### src/rtl/clash_sched_pkg.sv
`timescale 1ns/1ps
package clash_sched_pkg;
   typedef logic [1:0] grp_t;
   localparam grp_t G00 = 2'b00;
   localparam grp_t G01 = 2'b01;
   localparam grp_t G10 = 2'b10;
   localparam grp_t G11 = 2'b11;
   localparam int   NGRP = 4;
endpackage

### src/rtl/cs_idx_fifo.sv
`timescale 1ns/1ps
module cs_idx_fifo #(
   parameter int DEPTH = 8,
   parameter int W     = 3
) (
   input  logic         clk,
   input  logic         rst,
   input  logic         push,
   input  logic [W-1:0] din,
   input  logic         pop,
   output logic [W-1:0] dout,
   output logic         empty
);
   localparam int PW = (DEPTH > 1) ? $clog2(DEPTH) : 1;
   localparam int CW = $clog2(DEPTH + 1);

   if (DEPTH < 1) begin : g_bad_depth
      $error("cs_idx_fifo: DEPTH must be at least 1");
   end

   logic [W-1:0]  mem [DEPTH];
   logic [PW-1:0] wr_ptr, rd_ptr;
   logic [CW-1:0] cnt;
   logic          do_push, do_pop;

   assign empty   = (cnt == '0);
   assign do_push = push && (cnt != CW'(DEPTH));
   assign do_pop  = pop && !empty;
   assign dout    = mem[rd_ptr];

   always_ff @(posedge clk) begin
      if (do_push) mem[wr_ptr] <= din;
   end

   always_ff @(posedge clk) begin
      if (rst) begin
         wr_ptr <= '0;
         rd_ptr <= '0;
         cnt    <= '0;
      end else begin
         if (do_push) wr_ptr <= (wr_ptr == PW'(DEPTH - 1)) ? '0 : wr_ptr + 1'b1;
         if (do_pop)  rd_ptr <= (rd_ptr == PW'(DEPTH - 1)) ? '0 : rd_ptr + 1'b1;
         cnt <= cnt + CW'(do_push) - CW'(do_pop);
      end
   end
endmodule

### src/rtl/cs_pick.sv
`timescale 1ns/1ps
module cs_pick
   import clash_sched_pkg::*;
(
   input  logic [NGRP-1:0] empty,
   input  logic            took01,
   input  logic            alt01,
   output grp_t            sel,
   output logic            any
);
   always_comb begin
      any = 1'b1;
      sel = G00;
      if (!empty[G00])                      sel = G00;
      else if (!took01 && !empty[G01])      sel = G01;
      else if (!empty[G11])                 sel = G11;
      else if (!empty[G10] && !empty[G01])  sel = alt01 ? G01 : G10;
      else if (!empty[G10])                 sel = G10;
      else if (!empty[G01])                 sel = G01;
      else                                  any = 1'b0;
   end
endmodule

### src/rtl/cs_clash_cnt.sv
`timescale 1ns/1ps
module cs_clash_cnt #(
   parameter int CW = 4
) (
   input  logic          clk,
   input  logic          rst,
   input  logic          stb,
   input  logic          lsb,
   input  logic          msb,
   output logic [CW-1:0] count
);
   logic have_prev, prev_msb;

   always_ff @(posedge clk) begin
      if (rst) begin
         have_prev <= 1'b0;
         prev_msb  <= 1'b0;
         count     <= '0;
      end else if (stb) begin
         have_prev <= 1'b1;
         prev_msb  <= msb;
         if (have_prev && (prev_msb != lsb)) count <= count + 1'b1;
      end
   end
endmodule

### src/rtl/clash_sched.sv
`timescale 1ns/1ps
module clash_sched
   import clash_sched_pkg::*;
#(
   parameter int NUM_PAIRS = 8,
   parameter int VEC_W     = 4,
   localparam int IW = (NUM_PAIRS > 1) ? $clog2(NUM_PAIRS) : 1,
   localparam int CW = $clog2(NUM_PAIRS + 1)
) (
   input  logic             clk,
   input  logic             rst,
   input  logic             ld_valid,
   input  logic [VEC_W-1:0] ld_vec,
   input  logic [VEC_W-1:0] ld_resp,
   input  logic             ld_done,
   output logic             out_valid,
   input  logic             out_ready,
   output logic [IW-1:0]    out_idx,
   output logic             out_done,
   output logic [CW-1:0]    clash_in,
   output logic [CW-1:0]    clash_out
);
   if (NUM_PAIRS < 2) begin : g_bad_pairs
      $error("clash_sched: NUM_PAIRS must be at least 2");
   end
   if (VEC_W < 2) begin : g_bad_width
      $error("clash_sched: VEC_W must be at least 2");
   end

   logic            emitting;
   logic [CW-1:0]   n_loaded;
   logic            took01, alt01;
   logic            accept, hs, any;
   grp_t            ld_grp, sel;
   logic [NGRP-1:0] empty;
   logic [IW-1:0]   head [NGRP];
   logic            unused_bits;

   assign unused_bits = ^{ld_vec[VEC_W-1:1], ld_resp[VEC_W-2:0]};

   assign ld_grp = {ld_vec[0], ld_resp[VEC_W-1]};
   assign accept = !emitting && ld_valid && (n_loaded < CW'(NUM_PAIRS));

   for (genvar g = 0; g < NGRP; g++) begin : g_grp
      cs_idx_fifo #(.DEPTH(NUM_PAIRS), .W(IW)) u_fifo (
         .clk   (clk),
         .rst   (rst),
         .push  (accept && (ld_grp == 2'(g))),
         .din   (IW'(n_loaded)),
         .pop   (hs && (sel == 2'(g))),
         .dout  (head[g]),
         .empty (empty[g])
      );
   end

   cs_pick u_pick (
      .empty  (empty),
      .took01 (took01),
      .alt01  (alt01),
      .sel    (sel),
      .any    (any)
   );

   assign out_valid = emitting && any;
   assign out_done  = emitting && !any;
   assign out_idx   = head[sel];
   assign hs        = out_valid && out_ready;

   always_ff @(posedge clk) begin
      if (rst) begin
         emitting <= 1'b0;
         n_loaded <= '0;
         took01   <= 1'b0;
         alt01    <= 1'b0;
      end else begin
         if (accept) n_loaded <= n_loaded + 1'b1;
         if (!emitting && ld_done) emitting <= 1'b1;
         if (hs && sel == G01) begin
            if (!took01) took01 <= 1'b1;
            else         alt01  <= 1'b0;
         end
         if (hs && sel == G10) alt01 <= 1'b1;
      end
   end

   cs_clash_cnt #(.CW(CW)) u_cnt_in (
      .clk   (clk),
      .rst   (rst),
      .stb   (accept),
      .lsb   (ld_vec[0]),
      .msb   (ld_resp[VEC_W-1]),
      .count (clash_in)
   );

   cs_clash_cnt #(.CW(CW)) u_cnt_out (
      .clk   (clk),
      .rst   (rst),
      .stb   (hs),
      .lsb   (sel[1]),
      .msb   (sel[0]),
      .count (clash_out)
   );
endmodule

### config.mk
export PLATFORM = sky130hd
export DESIGN_NAME = clash_sched
export DESIGN_NICKNAME = d
export VERILOG_FILES = /design/src/rtl/clash_sched_pkg.sv /design/src/rtl/cs_idx_fifo.sv /design/src/rtl/cs_pick.sv /design/src/rtl/cs_clash_cnt.sv /design/src/rtl/clash_sched.sv
export SDC_FILE = /design/constraint.sdc
export NUM_CORES = 1
export LEC_CHECK = 0
export BUFFER_PORTS_ARGS = -buffer_cell sky130_fd_sc_hd__buf_2
export CORE_MARGIN = 3
export CORE_UTILIZATION = 50
export CTS_CLUSTER_SIZE = 25
export DETAILED_ROUTE_END_ITERATION = 8
export PLACE_DENSITY = 0.68
export SYNTH_ARGS = -nofsm -noshare
export SYNTH_HDL_FRONTEND = slang
export SYNTH_SLANG_ARGS = --single-unit
### constraint.sdc
create_clock -name clk -period 7.6 [get_ports clk]
set_input_delay 0.38 -clock clk [delete_from_list [all_inputs] [get_ports clk]]
set_output_delay 0.38 -clock clk [all_outputs]
set_load 0.02 [all_outputs]
==> results of run 1 <==
cell usage after synthesis (3+ instances only):
cell type,number
nor3_1,12
nand3b_1,3
a21oi_1,38
clkbuf_1,12
fa_1,4
or3_1,4
xor2_1,6
ha_1,41
o21ai_0,15
nand4_1,6
dfxtp_1,71
buf_1,5
mux2i_1,24
nand2_1,32
mux4_2,24
xnor2_1,9
nor2_1,51
nor2b_1,9
mux2_2,6
inv_1,25
nand2b_1,9
nor3b_1,9
a21o_1,6
nand3_1,7
or4_1,3
edfxtp_1,96
nor3b_2,5
flip-flops by register name, indices dropped and copies added (netlist names), named ones only:
register,count
alt01,1
emitting,1
g_grp.u_fifo.cnt,16
g_grp.u_fifo.mem,96
g_grp.u_fifo.rd_ptr,12
g_grp.u_fifo.wr_ptr,12
n_loaded,4
took01,1
u_cnt_in.count,4
u_cnt_in.have_prev,1
u_cnt_in.prev_msb,1
u_cnt_out.count,4
u_cnt_out.have_prev,1
u_cnt_out.prev_msb,1
power groups by stage:
stage          sequential, mW  clock (mW)  combinational, mW
4_1_cts                  1.03       0.949              0.515
3_5_place_dp             1.05           0              0.509
5_1_grt                  1.04       0.988              0.577
6_report                 1.03       0.929              0.506
3_3_place_gp             1.05           0              0.495
2_1_floorplan            1.04           0              0.399
critical path: cells and delay by family (launching register included):
family,cells,cell delay [ns]
AOI/OAI and AO/OA,2,0.83
xor gates and xnor gates,1,0.14
adders and majority gates,4,1.00
buffers and inverters,3,0.22
DFF,1,0.30
and+or+nand+nor,3,0.62
layer usage:
metal | vias to the layer above | track usage | part of all wire
met5 | - | 0 | 0
met4 | 0 | 0.0650 | 0.014
met3 | 13 | 0.0372 | 0.047
met2 | 96 | 0.269 | 0.49
met1 | 2057 | 0.227 | 0.45
li1 | 2098 | - | -
stage by stage:
step	worst slack, ns	hold slack (ns)	power (mW)	cells	cell area, um2
2_1_floorplan	4.92	0.432	1.44	560	7350
3_3_place_gp	4.44	0.445	1.54	743	7620
3_5_place_dp	4.39	0.460	1.56	743	7620
4_1_cts	4.28	0.138	2.50	775	8270
5_1_grt	4.06	0.167	2.60	775	8270
6_report	4.35	0.158	2.47	775	8270
kinds of logic after synthesis:
group,count (synthesis)
compound gates,70
fa+ha+maj,45
simple gates,164
flops,167
buf+inv,45
xor+xnor,15
mux,54
worst max path at each step:
stage	slack [ns]	endpoint	start	depth (start not counted)
6_report	4.35	g_grp[3].u_fifo.cnt[2]$_SDFF_PP0_	g_grp[1].u_fifo.cnt[2]$_SDFF_PP0_	13
4_1_cts	4.28	out_idx[2]	g_grp[2].u_fifo.cnt[2]$_SDFF_PP0_	8
3_5_place_dp	4.39	g_grp[3].u_fifo.cnt[2]$_SDFF_PP0_	g_grp[1].u_fifo.cnt[2]$_SDFF_PP0_	13
5_1_grt	4.06	g_grp[3].u_fifo.cnt[2]$_SDFF_PP0_	g_grp[1].u_fifo.cnt[2]$_SDFF_PP0_	13
3_3_place_gp	4.44	g_grp[3].u_fifo.cnt[2]$_SDFF_PP0_	g_grp[1].u_fifo.cnt[2]$_SDFF_PP0_	13
2_1_floorplan	4.92	g_grp[1].u_fifo.cnt[1]$_SDFF_PP0_	g_grp[3].u_fifo.cnt[2]$_SDFF_PP0_	11
area by class of cell:
class	count	area [um2]	share of cell area
clock inverters	15	225	0.0272
well taps	180	225	0.0272
multi-input cells	348	2870	0.347
repair buffers	23	125	0.0151
clock buffers	17	425	0.0515
inverters	25	93.8	0.0114
flip-flops and latches	167	4300	0.521
==> results by group, run 1 <==
Status
  • Status: finished clean

Place
  • RePlAce Congestion: 0.767
  • Port bufs: 19
  • DP Wirelength: 8.83 mm

Synthesis
  • Compound-cell area share of the yosys netlist: 0.0582
  • YS warnings: 0
  • Area contributors post-synth: edfxtp_1 39%, dfxtp_1 19%, mux4_2 7.4%, ha_1 7.0%, mux2i_1 3.3%
  • Post-synth top area cell: edfxtp_1
  • Number of enable flip-flop cells after synthesis: 96
  • Sequential area share after synthesis: 0.586
  • Largest family of logic cells by synthesized area: simple AND/OR/NAND/NOR gates
  • Mapped Cells: 560
  • Adder-Cell Fraction of Synth Area: 0.0807
  • Post-Syn Nets: 618
  • Mapped Area: 7350 um2
  • Synth Area in XOR/XNOR: 0.0179
  • Simple-Gate Fraction of Synth Area: 0.118
  • Seq cells post-synth: 167
  • Post-synth top area share: 0.392
  • Mux share of post-synthesis cell area: 0.115
  • Unique masters post-synth: 47
  • Asr flop ratio synth: 0
  • Mean Syn Cell Area: 13.1 um2
  • Post-synth top flop: edfxtp_1

Critical path
  • CP Launch Type: register
  • Worst-path cell chain: inv_1 > ha_1 > nor3b_1 > a31oi_1 > o211ai_1 > nor2_1 > ha_1 > inv_1 > ha_1 > inv_1 > fa_1 > xor2_1 > nor2_1
  • Critical Setup Path Class: register to register
  • Data arrival time of the critical path: 3.52 ns
  • Reg2Reg Launch Point: g_grp[1].u_fifo.cnt[2]$_SDFF_PP0_
  • CP max FO: 12
  • Number of cells on the worst reg-to-reg path: 13
  • CP max stage cell: o211ai_1
  • R2R setup slack: 4.35 ns
  • R2R Path End: g_grp[3].u_fifo.cnt[2]$_SDFF_PP0_
  • CP peak stage delay: 0.67 ns
  • CP Data Required Time: 7.87 ns
  • Setup crit end kind: register

Drt
  • Total Wirelength: 12.6 mm
  • WL per Instance: 16.3 um
  • Routed vias: 4,264
  • DRT iter0 DRCs: 299
  • DRC viols: 0
  • Antenna viol nets, final: 0
  • Via density: 5.50
  • First-pass DRT Iterations: 5

Clock network
  • Clock buffer depth: 2
  • H-tree Lvls: 4
  • Setup Fix Bufs, Post-CTS: 0
  • Total CTS buffers: 17
  • TritonCTS clock tree: yes
  • Root buf cell: clkbuf_16
  • Clock latency at the later pin of the worst-skew pair: 0.42 ns
  • Cts repair resizes: 0
  • Cts hold-fix bufs: 0
  • Clock Pin Slew Worst Setup and Hold Paths: 0.06 ns
  • Clk sinks: 167

Power
  • Clock share of power: 0.376
  • Net load switching power: 0.681 mW
  • Combinational share of power: 0.205
  • Reg power frac: 0.418
  • Cell Pwr Density: 298 nW/um2
  • Int Power: 1.79 mW
  • Leak: 2.94 nW
  • Switch share: 0.276
  • Peak VDD IR: 149 uV

Global routing
  • Gr ovfl total: 0
  • Largest net degree at the start of global routing: 70
  • First-pass GRT wire length: 21.3 mm
  • Initial antenna violation count: 0
  • Vias in the first global route: 4,252
  • All-layer global routing usage: 0.168

STA
  • RSZ-0062 raised after global routing: no
  • Slew Limit Headroom: 0.195
  • Worst Tran Pin Value: 1.21 ns
  • Total negative slack: 0 ns
  • Final Max Tran Viols: 0
  • Clock skew: 0.00816 ns
  • Max Fclk: 308 MHz
  • Tcrit/Tclk final: 0.428
  • # setup viols final: 0
  • Final hold vios: 0
  • Final Critical Period: 3.25 ns

Layout
  • Area grow syn2layout: 12.5%
  • Fillcell total: 1,117
  • Layout cell share with drive strength beyond 1: 0.158
  • Most frequent cells in the layout: 96 x edfxtp_1, 71 x dfxtp_1, 51 x nor2_1
  • Layout Utilization: 0.584
  • Antenna diodes: 0
  • Most common cell after layout, fill and taps aside: edfxtp_1
  • Post-layout net count: 640

Floorplan
  • Die area: 16,200 um2
  • Initial Util: 0.519
  • IO Count: 26
  • DIE WIDTH: 127 um
  • Die Ht: 127 um
  • Row count: 43
  • Placeable Area: 14,100 um2

Worst hold path
  • Hold Path End: emitting$_SDFFE_PP0P_
  • Hold Path Class: input port to register
  • Hold depth: 3
  • Hold Startpoint: ld_done

Run
  • Max-cap check violation count: 0
Note: power is estimated with default switching activity, not from simulation.
==> run 2: changes to the inputs <==
--- a/config.mk
+++ b/config.mk
@@ -5,12 +5,13 @@
 export SDC_FILE = /design/constraint.sdc
 export NUM_CORES = 1
 export LEC_CHECK = 0
+export ABC_AREA = 1
 export BUFFER_PORTS_ARGS = -buffer_cell sky130_fd_sc_hd__buf_2
 export CORE_MARGIN = 3
 export CORE_UTILIZATION = 50
 export CTS_CLUSTER_SIZE = 25
 export DETAILED_ROUTE_END_ITERATION = 8
-export PLACE_DENSITY = 0.68
+export PLACE_DENSITY = 0.67
 export SYNTH_ARGS = -nofsm -noshare
 export SYNTH_HDL_FRONTEND = slang
 export SYNTH_SLANG_ARGS = --single-unit
==> constraint.sdc (replaced) <==
create_clock -name clk -period 3.4 [get_ports clk]
set_input_delay 0.17 -clock clk [delete_from_list [all_inputs] [get_ports clk]]
set_output_delay 0.17 -clock clk [all_outputs]
set_load 0.02 [all_outputs]
==> results by group, run 2 <==
Status
  • Status: finished clean

Synthesis
  • Post-synth top flop: edfxtp_1
  • Mapped Area: 7530 um2 (+2.5%)
  • Post-synth top area cell: edfxtp_1
  • Top-count cell post-synth: nor2_1
  • Mean Syn Cell Area: 10.1 um2 (-23%)
  • Post-synth top cells: 133 x nor2_1, 96 x edfxtp_1, 79 x o21ai_0
  • Area contributors post-synth: edfxtp_1 38%, dfxtp_1 19%, ha_1 6.8%, nor2_1 6.6%, o21ai_0 5.3%
  • Unique masters post-synth: 42 (-11%)
  • Post-synth top area share: 0.383 (-0.00958)
  • Sequential area share after synthesis: 0.572 (-0.0143)
  • YS warnings: 0 (unchanged)
  • Post-Syn Nets: 805 (+30%)
  • Number of enable flip-flop cells after synthesis: 96 (unchanged)
  • Asr flop ratio synth: 0 (unchanged)
  • Seq cells post-synth: 167 (unchanged)
  • Mapped Cells: 747 (+33%)

Drt
  • Antenna viol nets, final: 0 (unchanged)
  • WL per Instance: 15.1 um (-7.4%)
  • Via density: 5.29 (-3.9%)
  • Total Wirelength: 14.6 mm (+16%)
  • Routed vias: 5,135 (+20%)
  • First-pass DRT Iterations: 5 (unchanged)
  • DRT iter0 DRCs: 330 (+10%)
  • DRC viols: 0 (unchanged)

Layout
  • Most frequent cells in the layout: 133 x nor2_1, 96 x edfxtp_1, 79 x o21ai_0
  • Max reg flops: 96 (unchanged)
  • Post-route cell area: 8400 um2 (+1.7%)
  • Area grow syn2layout: 11.6%
  • Layout Utilization: 0.574 (-0.0103)
  • Largest registers: g_grp.u_fifo.mem: 96 flops, g_grp.u_fifo.cnt: 16 flops
  • Multi-input gate area: 2830 um2 (-1.2%)
  • Layout cell share with drive strength beyond 1: 0.137 (-0.0208)
  • Most common cell after layout, fill and taps aside: nor2_1
  • Antenna diodes: 0 (unchanged)
  • Post-layout net count: 832 (+30%)
  • Largest Register: g_grp.u_fifo.mem
  • Seq. cell area: 4300 um2 (unchanged)
  • Fillcell total: 1,282 (+15%)

STA
  • Final Max Tran Viols: 0 (unchanged)
  • Final setup margin: 0.767 ns (-3.58 ns)
  • Final Critical Period: 2.63 ns (-0.618 ns)
  • Tcrit/Tclk final: 0.774 (+0.347)
  • Clock skew: 0.00954 ns (+0.00137 ns)
  • RSZ-0062 raised after global routing: no
  • Max Fclk: 380 MHz (+23%)
  • Min Hold Slack: 0.140 ns (-0.0187 ns)
  • # setup viols final: 0 (unchanged)
  • Total negative slack: 0 ns (unchanged)
  • Worst Tran Pin Value: 0.956 ns (-0.252 ns)
  • Slew Limit Headroom: 0.362 (+0.167)
  • Final hold vios: 0 (unchanged)

Critical path
  • CP max FO: 6 (-6)
  • Crit path from: g_grp[1].u_fifo.cnt[2]$_SDFF_PP0_
  • R2R setup slack: 0.77 ns (-3.58 ns)
  • Reg2Reg Launch Point: g_grp[1].u_fifo.cnt[2]$_SDFF_PP0_
  • CP Data Required Time: 3.69 ns (-4.18 ns)
  • Data arrival time of the critical path: 2.92 ns (-0.60 ns)
  • Critical Setup Path Class: register to register
  • Setup crit end kind: register
  • CP Launch Type: register

Worst hold path
  • Hold Path Class: input port to register
  • Hold Startpoint: ld_vec[0]

Place
  • Place WS: 0.806 ns (-3.58 ns)
  • Port bufs: 19 (unchanged)
  • Cell Area, Placed: 7820 um2 (+2.6%)
  • RePlAce Congestion: 0.812 (+5.9%)
  • DP Wirelength: 10.4 mm (+17%)

Floorplan
  • Die area: 16,600 um2 (+2.4%)
  • Row count: 44 (+2.3%)
  • Initial Util: 0.514 (-0.00496)
  • Die Ht: 129 um (+1.2%)
  • DIE WIDTH: 129 um (+1.2%)
  • IO Count: 26 (unchanged)
  • Placeable Area: 14,600 um2 (+3.5%)

Global routing
  • Gr ovfl total: 0 (unchanged)
  • Initial antenna violation count: 0 (unchanged)
  • All-layer global routing usage: 0.192 (+0.0237)
  • Largest net degree at the start of global routing: 35 (-50%)
  • First-pass GRT wire length: 25.0 mm (+17%)
  • Vias in the first global route: 5,283 (+24%)

Power
  • Cell Pwr Density: 685 nW/um2 (+130%)
  • Leak: 3.28 nW (+12%)
  • Peak VDD IR: 365 uV (+150%)

Clock network
  • Clock buffer depth: 2 (unchanged)
  • Root buf cell: clkbuf_16
  • Clock Pin Slew Worst Setup and Hold Paths: 0.06 ns (about the same)
  • Clock latency at the later pin of the worst-skew pair: 0.43 ns (about the same)
  • Clk sinks: 167 (unchanged)
  • Total CTS buffers: 17 (unchanged)
  • TritonCTS clock tree: yes
  • Cts repair resizes: 0 (unchanged)
  • H-tree Lvls: 4 (unchanged)

Run
  • Max-cap check violation count: 0 (unchanged)
run 2: changes by cell type in the layout (fill, tap and decap cells not counted), sizes merged, moves of 7 or more:
cell	delta
nor2	+96
o21ai	+67
inv	+58
nand2	+46
mux4	-24
mux2i	-22
nand3	+20
nor3b	-14
o22ai	+14
nand2b	-10
nor2b	-9
nor3	+7
run 2: metrics by stage:
stage,instances,power [mW]
final,971,5.76
after global routing,971,6.10
after CTS,971,5.79
after detailed placement,938,3.93
after global placement,938,3.86
after floorplan,747,3.53
run 2: power by group:
group	leakage [nW]	internal [mW]	switching (mW)	total, mW
clock	0.275	1.09	0.766	1.86
sequential	1.46	2.26	0.111	2.37
combinational	1.55	0.505	1.03	1.53
total	3.28	3.86	1.90	5.76
run 2: area by class of cell:
class                           instances  share of cell area
Sequential cell                       167               0.512
Tap cell                              184              0.0274
Clock buffer                           23              0.0582
Clock inverter                          9              0.0107
Timing Repair Buffer                   23              0.0152
Inverter                               87              0.0393
Multi-Input combinational cell        478               0.337
run 2: final timing paths:
kind | to | cells after the start
max | g_grp[1].u_fifo.cnt[2]$_SDFF_PP0_ | 15
min | g_grp[3].u_fifo.wr_ptr[2]$_SDFFE_PP0P_ | 3
max reg2reg | g_grp[1].u_fifo.cnt[2]$_SDFF_PP0_ | 15
min reg2reg | u_cnt_in.count[3]$_SDFFE_PP0P_ | 2
run 2: metal layers:
layer  global-route usage  vias to the layer above  routed length [um]
met2                0.313                      118                7040
li1                     -                     2587                   -
met3               0.0415                       23                 615
met4               0.0784                        0                 263
met1                0.251                     2407                6730
met5                    0                        -                   0
run 2: timing repair:
action / CTS / global route
buffers inserted: 0 / 0
hold buffers: 1 / 0
setup endpoints to repair: 0 / 0
endpoints found under the hold margin: 1 / 0
run 2: worst max-delay path, stage by stage (launching register included):
cell and delay [ns]:
dfxtp_1 0.30, inv_1 0.10, ha_1 0.21, nand3_4 0.12, nand2_1 0.12, nand2_1 0.08, nor2_1 0.19, nor2_4 0.09
nand3_4 0.10, clkinv_2 0.09, nand2_1 0.15, nand2_1 0.08, ha_1 0.22, fa_1 0.40, xnor2_1 0.20, nor2_1 0.05
run 2: cell families after synthesis:
kind of cell,share of synthesized area
adders and majority gates,0.0788
AOI/OAI and AO/OA,0.105
xor gates and xnor gates,0.00814
buffers and inverters,0.0523
muxes,0.00266
and+or+nand+nor,0.181
DFF,0.572
==> run 3: changes to the inputs <==
--- a/config.mk
+++ b/config.mk
@@ -11,7 +11,7 @@
 export CORE_UTILIZATION = 50
 export CTS_CLUSTER_SIZE = 25
 export DETAILED_ROUTE_END_ITERATION = 8
-export PLACE_DENSITY = 0.67
+export PLACE_DENSITY = 0.7
 export SYNTH_ARGS = -nofsm -noshare
 export SYNTH_HDL_FRONTEND = slang
 export SYNTH_SLANG_ARGS = --single-unit
==> constraint.sdc (replaced) <==
create_clock -name clk -period 2.4 [get_ports clk]
set_input_delay 0.12 -clock clk [delete_from_list [all_inputs] [get_ports clk]]
set_output_delay 0.12 -clock clk [all_outputs]
set_load 0.02 [all_outputs]
==> results by group, run 3 (synthesis gave the netlist of run 2 again) <==
STA
  • Clock skew: 0.00812 ns (-0.00142 ns)
  • Final hold vios: 0 (unchanged)
  • Slew Limit Headroom: 0.385 (+0.0233)
  • Final Max Tran Viols: 0 (unchanged)
  • Min Hold Slack: 0.0977 ns (-0.0419 ns)
  • # setup viols final: 0 (unchanged)
  • Worst Tran Pin Value: 0.921 ns (-0.0350 ns)
  • RSZ-0062 raised after global routing: yes
  • Max Fclk: 434 MHz (+14%)
  • Final Critical Period: 2.30 ns (-0.330 ns)
  • Tcrit/Tclk final: 0.960 (+0.185)

Layout
  • Layout Utilization: 0.609 (+0.0355)
  • Largest Register: g_grp.u_fifo.mem
  • Most frequent cells in the layout: 131 x nor2_1, 96 x edfxtp_1, 76 x o21ai_0
  • Max reg flops: 96 (unchanged)
  • Post-layout net count: 864 (+3.8%)
  • Layout cell share with drive strength beyond 1: 0.226 (+0.0887)
  • Most common cell after layout, fill and taps aside: nor2_1
  • Area grow syn2layout: 18.5%
  • Fillcell total: 1,184 (-7.6%)
  • Antenna diodes: 0 (unchanged)
  • Largest registers: g_grp.u_fifo.mem: 96 flops, g_grp.u_fifo.cnt: 16 flops

Floorplan
  • IO Count: 26 (unchanged)
  • Initial Util: 0.514 (unchanged)
  • DIE WIDTH: 129 um (unchanged)
  • Die area: 16,600 um2 (unchanged)
  • Row count: 44 (unchanged)
  • Die Ht: 129 um (unchanged)
  • Placeable Area: 14,600 um2 (unchanged)

Critical path
  • Crit path capture: g_grp[2].u_fifo.cnt[1]$_SDFF_PP0_
  • Data arrival time of the critical path: 2.60 ns (-0.32 ns)
  • Number of cells on the worst reg-to-reg path: 15 (unchanged)
  • R2R setup slack: 0.1 ns (-0.67 ns)
  • CP Launch Type: register
  • CP max FO: 5 (-1)
  • Crit path from: g_grp[1].u_fifo.cnt[3]$_SDFF_PP0_
  • Reg2Reg Launch Point: g_grp[1].u_fifo.cnt[3]$_SDFF_PP0_
  • Critical Setup Path Class: register to register
  • R2R Path End: g_grp[2].u_fifo.cnt[1]$_SDFF_PP0_
  • CP Data Required Time: 2.69 ns (-1.00 ns)
  • Setup crit end kind: register

Power
  • Leak: 3.46 nW (+5.5%)
  • Peak VDD IR: 726 uV (+99%)
  • Cell Pwr Density: 1010 nW/um2 (+47%)

Global routing
  • Initial antenna violation count: 0 (unchanged)
  • Largest net degree at the start of global routing: 33 (-5.7%)
  • Vias in the first global route: 5,208 (-1.4%)
  • All-layer global routing usage: 0.192 (about the same)
  • First-pass GRT wire length: 24.6 mm (-1.2%)
  • Gr ovfl total: 0 (unchanged)

Place
  • RePlAce Congestion: 0.825 (+1.6%)
  • DP Wirelength: 10.5 mm (+1.2%)
  • Port bufs: 19 (unchanged)

Drt
  • Routed vias: 5,309 (+3.4%)
  • Met2 routed WL: 7.78 mm (+11%)
  • Metal-1 WL: 6.65 mm (-1.1%)
  • Antenna viol nets, final: 0 (unchanged)
  • DRT iter0 DRCs: 307 (-7.0%)
  • Max Used Layer: met4
  • Routed length on met3: 587 um (-4.6%)
  • WL per Instance: 15.3 um (+1.7%)
  • Via density: 5.29 (about the same)
  • DRC viols: 0 (unchanged)
  • Total Wirelength: 15.4 mm (+5.0%)
  • First-pass DRT Iterations: 7 (+2)

Run
  • Max-cap check violation count: 0 (unchanged)

Clock network
  • Root buf cell: clkbuf_16
  • Clock buffer depth: 2 (unchanged)
  • H-tree Lvls: 4 (unchanged)
  • Clock Pin Slew Worst Setup and Hold Paths: 0.06 ns (about the same)
  • TritonCTS clock tree: yes
  • Clk sinks: 167 (unchanged)
  • Total CTS buffers: 17 (unchanged)
  • Clock latency at the later pin of the worst-skew pair: 0.43 ns (about the same)

Worst hold path
  • Hold Path Class: input port to register

Status
  • Status: finished clean
==> run 3: cell types whose count changed in the layout (fill, tap and decap cells not counted), moves of 4 or more <==
| cell | change |
|---|---|
| a21oi_1 | -6 |
| a21oi_2 | +6 |
| buf_4 | +29 |
| buf_6 | +5 |
| dfxtp_1 | -5 |
| dfxtp_2 | +5 |
| ha_1 | -10 |
| ha_4 | +8 |
| inv_1 | -11 |
| inv_2 | +11 |
| nand2_1 | -7 |
| nand2_2 | +4 |
| nor2_4 | +4 |
==> run 3: final cells by class <==
class | instances | area, um2 | share of cell area
Tap cell | 184 | 230 | 0.0258
Multi-Input combinational cell | 478 | 3050 | 0.342
Timing Repair Buffer | 55 | 407 | 0.0456
Sequential cell | 167 | 4310 | 0.483
Clock buffer | 23 | 468 | 0.0524
Clock inverter | 9 | 124 | 0.0139
Inverter | 87 | 333 | 0.0373
==> run 3: worst max-delay path: stages, from the launching register on <==
cell	delay (ns)
dfxtp_2	0.33
inv_2	0.05
ha_4	0.15
nand3_4	0.14
nor2_4	0.06
nand2_4	0.09
nand3_4	0.14
nor2_4	0.15
inv_2	0.06
nor2_4	0.11
inv_2	0.06
nand2_2	0.08
ha_4	0.14
inv_4	0.04
fa_2	0.51
nor2_1	0.05
==> run 3: worst min-delay path by stage <==
stage	from	endpoint	slack, ns	depth (start not counted)
after CTS	out_ready	u_cnt_out.have_prev$_SDFFE_PP0N_	0.07	3
after global placement	ld_done	emitting$_SDFFE_PP0P_	0.33	3
after global routing	ld_vec[0]	g_grp[3].u_fifo.wr_ptr[2]$_SDFFE_PP0P_	0.11	3
after detailed placement	ld_done	emitting$_SDFFE_PP0P_	0.34	3
after floorplan	ld_done	emitting$_SDFFE_PP0P_	0.24	2
final	ld_valid	n_loaded[2]$_SDFFE_PP0P_	0.1	5
==> run 3: per-stage QoR <==
stage	cells	instance area (um2)	worst slack (ns)	TNS [ns]	power (mW)
after floorplan	747	7530	0.0308	0	5.00
after global placement	960	7990	0.0145	0	5.65
after detailed placement	960	7990	-0.0608	-0.0788	5.76
after CTS	995	8640	0.0165	0	8.55
after global routing	1003	8920	-0.0442	-0.176	9.51
final	1003	8920	0.0972	0	9.02
==> run 3: layer usage <==
| metal | GRT usage | vias up |
|---|---|---|
| met4 | 0.0735 | 0 |
| met5 | 0 | - |
| li1 | - | 2649 |
| met1 | 0.237 | 2531 |
| met3 | 0.0482 | 31 |
| met2 | 0.326 | 98 |
==> run 3: report_power, final <==
| group | switching (mW) | leakage (nW) | total (mW) | internal (mW) |
|---|---|---|---|---|
| combinational | 1.75 | 1.72 | 2.96 | 1.21 |
| clock | 1.03 | 0.285 | 2.71 | 1.68 |
| sequential | 0.138 | 1.46 | 3.34 | 3.21 |
| total | 2.92 | 3.46 | 9.02 | 6.10 |
==> run 3: repair_timing <==
action / CTS / global route
buffers inserted: 2 / 8
endpoints found under the hold margin: 1 / 0
hold buffers: 1 / 0
resized for setup: 7 / 67
endpoints found under the setup margin: 6 / 14
pin swaps: 3 / 25
